## config.mk

```make
export PLATFORM = sky130hd
export DESIGN_NAME = bsp_regfile
export DESIGN_NICKNAME = d
export VERILOG_FILES = /design/src/rtl/bsp_pkg.sv /design/src/rtl/bsp_boot_fsm.sv /design/src/rtl/bsp_route.sv /design/src/rtl/bsp_gpr_bank.sv /design/src/rtl/bsp_stack_bank.sv /design/src/rtl/bsp_regfile.sv
export SDC_FILE = /design/constraint.sdc
export NUM_CORES = 1
export LEC_CHECK = 0
export ABC_CLOCK_PERIOD_IN_PS = 6730
export BUFFER_PORTS_ARGS = -buffer_cell sky130_fd_sc_hd__buf_2
export CORE_AREA = 4 4 411 210
export CTS_BUF_LIST = sky130_fd_sc_hd__clkbuf_8
export CTS_CLUSTER_SIZE = 28
export DETAILED_ROUTE_END_ITERATION = 7
export DIE_AREA = 0 0 415 214
export PLACE_DENSITY = 0.62
export SYNTH_ARGS = -nofsm -noshare
export SYNTH_HDL_FRONTEND = slang
export SYNTH_HIERARCHICAL = 1
export SYNTH_SLANG_ARGS = --single-unit
```

## constraint.sdc

```tcl
create_clock -name clk -period 6.73 [get_ports clk]
set_clock_uncertainty 0.1 [all_clocks]
set_input_delay 1.6825 -clock clk [delete_from_list [all_inputs] [get_ports clk]]
set_output_delay 1.6825 -clock clk [all_outputs]
set_load 0.05 [all_outputs]
```

## src/rtl/bsp_pkg.sv

```systemverilog
package bsp_pkg;
    localparam int XLEN_DEF = 32;
    localparam int NGPR_DEF = 13;
    localparam int IDXW_DEF = 4;

    typedef enum logic [0:0] {
        BOOT_FETCH = 1'b0,
        BOOT_RUN   = 1'b1
    } boot_state_e;

    typedef enum logic [1:0] {
        TGT_GPR  = 2'd0,
        TGT_MAIN = 2'd1,
        TGT_PROC = 2'd2,
        TGT_NONE = 2'd3
    } tgt_kind_e;
endpackage

```

## src/rtl/bsp_boot_fsm.sv

```systemverilog
module bsp_boot_fsm
    import bsp_pkg::*;
#(
    parameter int XLEN = XLEN_DEF
) (
    input  logic            clk,
    input  logic            rst_n,
    input  logic            fetch_valid_i,
    output logic            fetch_req_o,
    output logic [XLEN-1:0] fetch_addr_o,
    output logic            busy_o,
    output logic            load_o
);
    boot_state_e state_q;

    // State register: the fetch state is left once the data arrives
    always_ff @(posedge clk or negedge rst_n) begin
        if (!rst_n) begin
            state_q <= BOOT_FETCH;
        end else begin
            unique case (state_q)
                BOOT_FETCH: if (fetch_valid_i) state_q <= BOOT_RUN;
                BOOT_RUN:   state_q <= BOOT_RUN;
                default:    state_q <= BOOT_FETCH;
            endcase
        end
    end

    // Outputs
    always_comb begin
        fetch_req_o  = 1'b0;
        fetch_addr_o = '0;
        busy_o       = 1'b0;
        load_o       = 1'b0;
        unique case (state_q)
            BOOT_FETCH: begin
                fetch_req_o = 1'b1;
                busy_o      = 1'b1;
                load_o      = fetch_valid_i;
            end
            BOOT_RUN: begin
                busy_o = 1'b0;
            end
            default: begin
                busy_o = 1'b1;
            end
        endcase
    end
endmodule

```

## src/rtl/bsp_route.sv

```systemverilog
module bsp_route
    import bsp_pkg::*;
#(
    parameter int IDXW = IDXW_DEF,
    parameter int NGPR = NGPR_DEF
) (
    input  logic [IDXW-1:0] idx_i,
    input  logic            handler_i,
    input  logic            sel_i,
    input  logic            priv_i,
    output tgt_kind_e       kind_o,
    output logic            deny_o
);
    localparam logic [IDXW-1:0] SP_IDX  = IDXW'(NGPR);
    localparam logic [IDXW-1:0] GPR_LIM = IDXW'(NGPR);

    always_comb begin
        if (idx_i < GPR_LIM) begin
            kind_o = TGT_GPR;
        end else if (idx_i == SP_IDX) begin
            // handler mode pins the index to the main stack
            kind_o = (handler_i || !sel_i) ? TGT_MAIN : TGT_PROC;
        end else begin
            kind_o = TGT_NONE;
        end
        deny_o = (kind_o == TGT_MAIN) && !priv_i;
    end
endmodule

```

## src/rtl/bsp_gpr_bank.sv

```systemverilog
module bsp_gpr_bank
    import bsp_pkg::*;
#(
    parameter int XLEN = XLEN_DEF,
    parameter int NGPR = NGPR_DEF,
    parameter int IDXW = IDXW_DEF
) (
    input  logic            clk,
    input  logic            rst_n,
    input  logic            we_i,
    input  logic [IDXW-1:0] widx_i,
    input  logic [XLEN-1:0] wdata_i,
    input  logic [IDXW-1:0] ra_idx_i,
    input  logic [IDXW-1:0] rb_idx_i,
    output logic [XLEN-1:0] ra_data_o,
    output logic [XLEN-1:0] rb_data_o
);
    logic [XLEN-1:0] regs_q [NGPR];

    for (genvar g = 0; g < NGPR; g++) begin : g_reg
        always_ff @(posedge clk or negedge rst_n) begin
            if (!rst_n) begin
                regs_q[g] <= '0;
            end else if (we_i && (widx_i == IDXW'(g))) begin
                regs_q[g] <= wdata_i;
            end
        end
    end

    always_comb begin
        ra_data_o = '0;
        rb_data_o = '0;
        for (int i = 0; i < NGPR; i++) begin
            if (ra_idx_i == IDXW'(i)) ra_data_o = regs_q[i];
            if (rb_idx_i == IDXW'(i)) rb_data_o = regs_q[i];
        end
    end
endmodule

```

## src/rtl/bsp_stack_bank.sv

```systemverilog
module bsp_stack_bank
    import bsp_pkg::*;
#(
    parameter int XLEN = XLEN_DEF
) (
    input  logic            clk,
    input  logic            rst_n,
    input  logic            boot_load_i,
    input  logic [XLEN-1:0] boot_data_i,
    input  logic            main_we_i,
    input  logic            proc_we_i,
    input  logic [XLEN-1:0] wdata_i,
    output logic [XLEN-1:0] main_o,
    output logic [XLEN-1:0] proc_o
);
    localparam logic [XLEN-1:0] ALIGN_MASK = ~XLEN'(3);

    logic [XLEN-1:0] main_q, proc_q;

    always_ff @(posedge clk or negedge rst_n) begin
        if (!rst_n) begin
            main_q <= '0;
            proc_q <= '0;
        end else begin
            if (boot_load_i) begin
                main_q <= boot_data_i & ALIGN_MASK;
            end else if (main_we_i) begin
                main_q <= wdata_i & ALIGN_MASK;
            end
            if (proc_we_i) begin
                proc_q <= wdata_i & ALIGN_MASK;
            end
        end
    end

    assign main_o = main_q;
    assign proc_o = proc_q;
endmodule

```

## src/rtl/bsp_regfile.sv

```systemverilog
module bsp_regfile
    import bsp_pkg::*;
#(
    parameter int XLEN = XLEN_DEF,
    parameter int NGPR = NGPR_DEF,
    parameter int IDXW = IDXW_DEF
) (
    input  logic            clk,
    input  logic            rst_n,
    input  logic            priv_i,
    input  logic            handler_i,
    input  logic            rd_a_en_i,
    input  logic [IDXW-1:0] rd_a_idx_i,
    output logic [XLEN-1:0] rd_a_data_o,
    input  logic            rd_b_en_i,
    input  logic [IDXW-1:0] rd_b_idx_i,
    output logic [XLEN-1:0] rd_b_data_o,
    input  logic            wr_en_i,
    input  logic [IDXW-1:0] wr_idx_i,
    input  logic [XLEN-1:0] wr_data_i,
    input  logic            sel_wr_en_i,
    input  logic            sel_wr_val_i,
    output logic            sel_o,
    output logic            fetch_req_o,
    output logic [XLEN-1:0] fetch_addr_o,
    input  logic            fetch_valid_i,
    input  logic [XLEN-1:0] fetch_data_i,
    output logic            busy_o,
    output logic            fault_o
);
    localparam int NPORT = 3;  // read A, read B, write

    logic            boot_load;
    logic            sel_q, fault_q;
    logic [XLEN-1:0] gpr_a, gpr_b, main_val, proc_val;
    logic [XLEN-1:0] port_rd [2];

    logic [IDXW-1:0] port_idx  [NPORT];
    tgt_kind_e       port_kind [NPORT];
    logic            port_deny [NPORT];
    logic            port_act  [NPORT];

    assign port_idx[0] = rd_a_idx_i;
    assign port_idx[1] = rd_b_idx_i;
    assign port_idx[2] = wr_idx_i;
    assign port_act[0] = rd_a_en_i;
    assign port_act[1] = rd_b_en_i;
    assign port_act[2] = wr_en_i;

    bsp_boot_fsm #(.XLEN(XLEN)) u_boot (
        .clk           (clk),
        .rst_n         (rst_n),
        .fetch_valid_i (fetch_valid_i),
        .fetch_req_o   (fetch_req_o),
        .fetch_addr_o  (fetch_addr_o),
        .busy_o        (busy_o),
        .load_o        (boot_load)
    );

    for (genvar p = 0; p < NPORT; p++) begin : g_route
        bsp_route #(.IDXW(IDXW), .NGPR(NGPR)) u_route (
            .idx_i     (port_idx[p]),
            .handler_i (handler_i),
            .sel_i     (sel_q),
            .priv_i    (priv_i),
            .kind_o    (port_kind[p]),
            .deny_o    (port_deny[p])
        );
    end

    logic wr_ok;
    assign wr_ok = wr_en_i && !busy_o;

    bsp_gpr_bank #(.XLEN(XLEN), .NGPR(NGPR), .IDXW(IDXW)) u_gpr (
        .clk       (clk),
        .rst_n     (rst_n),
        .we_i      (wr_ok && (port_kind[2] == TGT_GPR)),
        .widx_i    (wr_idx_i),
        .wdata_i   (wr_data_i),
        .ra_idx_i  (rd_a_idx_i),
        .rb_idx_i  (rd_b_idx_i),
        .ra_data_o (gpr_a),
        .rb_data_o (gpr_b)
    );

    bsp_stack_bank #(.XLEN(XLEN)) u_stack (
        .clk         (clk),
        .rst_n       (rst_n),
        .boot_load_i (boot_load),
        .boot_data_i (fetch_data_i),
        .main_we_i   (wr_ok && (port_kind[2] == TGT_MAIN) && !port_deny[2]),
        .proc_we_i   (wr_ok && (port_kind[2] == TGT_PROC)),
        .wdata_i     (wr_data_i),
        .main_o      (main_val),
        .proc_o      (proc_val)
    );

    // Read multiplexers for both ports
    for (genvar r = 0; r < 2; r++) begin : g_read
        always_comb begin
            port_rd[r] = '0;
            if (!busy_o) begin
                unique case (port_kind[r])
                    TGT_GPR:  port_rd[r] = (r == 0) ? gpr_a : gpr_b;
                    TGT_MAIN: port_rd[r] = port_deny[r] ? '0 : main_val;
                    TGT_PROC: port_rd[r] = proc_val;
                    default:  port_rd[r] = '0;
                endcase
            end
        end
    end

    assign rd_a_data_o = port_rd[0];
    assign rd_b_data_o = port_rd[1];

    logic fault_d;
    always_comb begin
        fault_d = 1'b0;
        for (int p = 0; p < NPORT; p++) begin
            if (port_act[p] && port_deny[p]) fault_d = 1'b1;
        end
        fault_d = fault_d && !busy_o;
    end

    always_ff @(posedge clk or negedge rst_n) begin
        if (!rst_n) begin
            sel_q   <= 1'b0;
            fault_q <= 1'b0;
        end else begin
            fault_q <= fault_d;
            if (sel_wr_en_i && priv_i && !busy_o) begin
                sel_q <= sel_wr_val_i;
            end
        end
    end

    assign sel_o   = sel_q;
    assign fault_o = fault_q;
endmodule

```

==> impl_metrics.ini <==
[outcome]
status = completed

[yosys]
postSynthCellCount = 2640
ys_top_cells_by_area = dfrtp_1 (42%), mux2_2 (16%), mux2i_1 (5.7%)
yosys_warnings = 6
ys_ff_latch = 479
ys_top_cells_by_count = dfrtp_1 (479), mux2_2 (405), nand2_1 (178), a21oi_1 (165), mux2i_1 (165)
synth_largest_area_cell = dfrtp_1
synth_top_family_by_area = multiplexers
ys_seq_area_share_pct = 41.6
synth_top_area_share_pct = 41.6
synth_compound_area_share_pct = 18.3
synthMuxAreaShare_pct = 26.0
yosysUniqueCellTypes = 80
synth-simple-area-share_pct = 7.31
ys_async_sr_fraction_pct = 100
synth-edff-count = 0
syn_area_um2 = 28800
synthAdderAreaFrac_pct = 0
synthXorXnorAreaFrac_pct = 0
synthFlopType = dfrtp_1
synth_area_per_cell_um2 = 10.9
post-synth-top-count-cell = dfrtp_1

[setup_path]
r2r-start = sel_o
crit_start = rd_b_idx_i[1]
critPathCaptureType = output port
crit_type = input port to output port
cp-start-kind = input port
worstPathArrival_ps = 4890
critPathMaxFanout = 14
worstPathRequired_ps = 4950
path_cells = buf_2 -> and3b_1 -> buf_4 -> a22o_1 -> a22oi_1 -> a22o_1 -> a41oi_1 -> buf_4 -> mux2i_1 -> o2bb2ai_1 -> buf_2
slowest_delay_ps = 500
crit_slowest_cell = a41oi_1

[placement]
place_congestion = 0.979
place_area_um2 = 31000
dp_worst_setup_slack_ps = 386
port_buffers = 151
place_hpwl_um = 81600

[floorplan]
core_um2 = 83000
ios = 186
die_area_um2 = 88800
num_rows = 75
die_h_um = 214
initial_core_util_pct = 34.8
die_w_um = 415

[clocking]
cts_tree = yes
clk_pin_slew_ps = 60
htree_levels = 3
cts_hold_buf = 0
post-cts-setup-buffer-count = 0
clockRootBuffer = clkbuf_8
clk_latency_ps = 680
cts_resized = 0
cts_max_path_buffers = 3
clock_sinks = 479
numCtsBuffers = 74

[sta]
slew_violations = 0
fmax_mhz = 150
rsz0062_at_grt = false
finalCritPeriodShare_pct = 99.2
holdWs_ps = 414
max_slew_margin_pct = 29.9
hold_violations = 0
worstMarginPinSlew_ps = 1050
finalSetupTns_ps = 0
setup_viol = 0
finalCriticalPeriod_ps = 6670
fin_ws_ps = 56.2

[power_and_ir_drop]
power.density_cell_area_nw_per_um2 = 291
leakage_nw = 13.8
ir_worst_vdd_mv = 0.168

[layout]
nets = 2871
drive_above_1_share_pct = 34.5
fill_cells = 8105
syn_to_final_growth_pct = 12.4
final_util_pct = 39.1
final_cell_area_um2 = 32400

[route]
drc_errors = 0
first_iter_violations = 4029
vias_per_cell = 6.21
avgRoutedWirePerCell_um = 29.7
antenna_left = 0
via_count = 24600
wl_met2_um = 40700
dr_wl_met3_um = 20700
drtPass1Iterations = 8
drt-met1-wl_um = 53500
routed_wirelength_um = 117000
top_layer_used = met5

[grt]
antenna_found_initial = 11
grt_pass1_wl_um = 168000
grt_pass1_vias = 22800
grt_usage_pct = 25.3
grt_max_degree = 133
grt-ovfl-total = 0

[min_path]
hold_start = u_gpr/regs_q[294]
hp-class = register to register

[flow_run]
drv_cap = 0
[metal layers]
metal,track usage [%],vias to the layer above
li1,-,10100
met1,38.8,12300
met2,29.2,1916
met3,14.7,199
met4,5.00,10
met5,1.80,-
[cells by family after synthesis]
group                  count (synthesis)
and+or+nand+nor                      401
muxes                                657
other                                  2
buffers and inverters                325
DFF                                  479
AOI/OAI and AO/OA                    776
[sequential cells by signal, summed over array words and instances (netlist names)]
register        count
u_stack/main_o     30
sel_o               1
u_stack/proc_o     30
u_gpr/regs_q      416
u_boot/state_q      1
fault_o             1
[power breakdown]
group | total, mW | internal (mW) | switching (mW) | leakage (nW)
registers | 4.25 | 3.59 | 0.659 | 5.96
logic | 2.67 | 1.17 | 1.50 | 7.06
clock network | 2.51 | 1.26 | 1.25 | 0.823
[path summary, 6_finish.rpt]
kind,end,slack (ps),depth (start not counted)
worst max-delay path,rd_b_data_o[17],60,11
worst min-delay path,u_gpr/regs_q[294],410,1
worst max register to register,u_gpr/regs_q[309],2630,8
worst min register to register,u_gpr/regs_q[294],410,1
max in group asynchronous,u_gpr/regs_q[93],4230,2
min in group asynchronous,u_boot/state_q,840,1
[per-stage QoR]
stage | power (mW) | cells
after CTS | 9.33 | 3950
after global placement | 6.77 | 3825
final | 9.44 | 3955
after detailed placement | 6.83 | 3825
after global routing | 9.80 | 3952
after floorplan | 5.90 | 2674
[layout by cell type, fill, tap and decap left out, types with 59 or more instances in the layout]
cell type	n
a21oi_1	165
buf_2	143
buf_4	174
clkbuf_8	85
dfrtp_1	479
mux2_2	405
mux2_4	60
mux2i_1	165
nand2_1	177
nor2_1	65
o21ai_0	121
o22ai_1	59
o2bb2ai_1	68
[critical path: cells and delay by family]
kind / cells / cell delay [ps]
buf+inv: 4 / 1350
compound gates: 5 / 1240
mux: 1 / 90
simple gates: 1 / 480
[cell type report]
class | count | area, um2 | share of cell area [%]
sequential | 479 | 12000 | 37.0
timing repair buffer | 336 | 2380 | 7.34
inverter | 24 | 90.1 | 0.278
clock inverter | 40 | 259 | 0.799
clock buffer | 85 | 1170 | 3.61
antenna | 5 | 12.5 | 0.0386
tap | 1116 | 1400 | 4.31
multi-input combinational | 1870 | 15100 | 46.6
No activity file was read; power rests on OpenSTA's default activity.
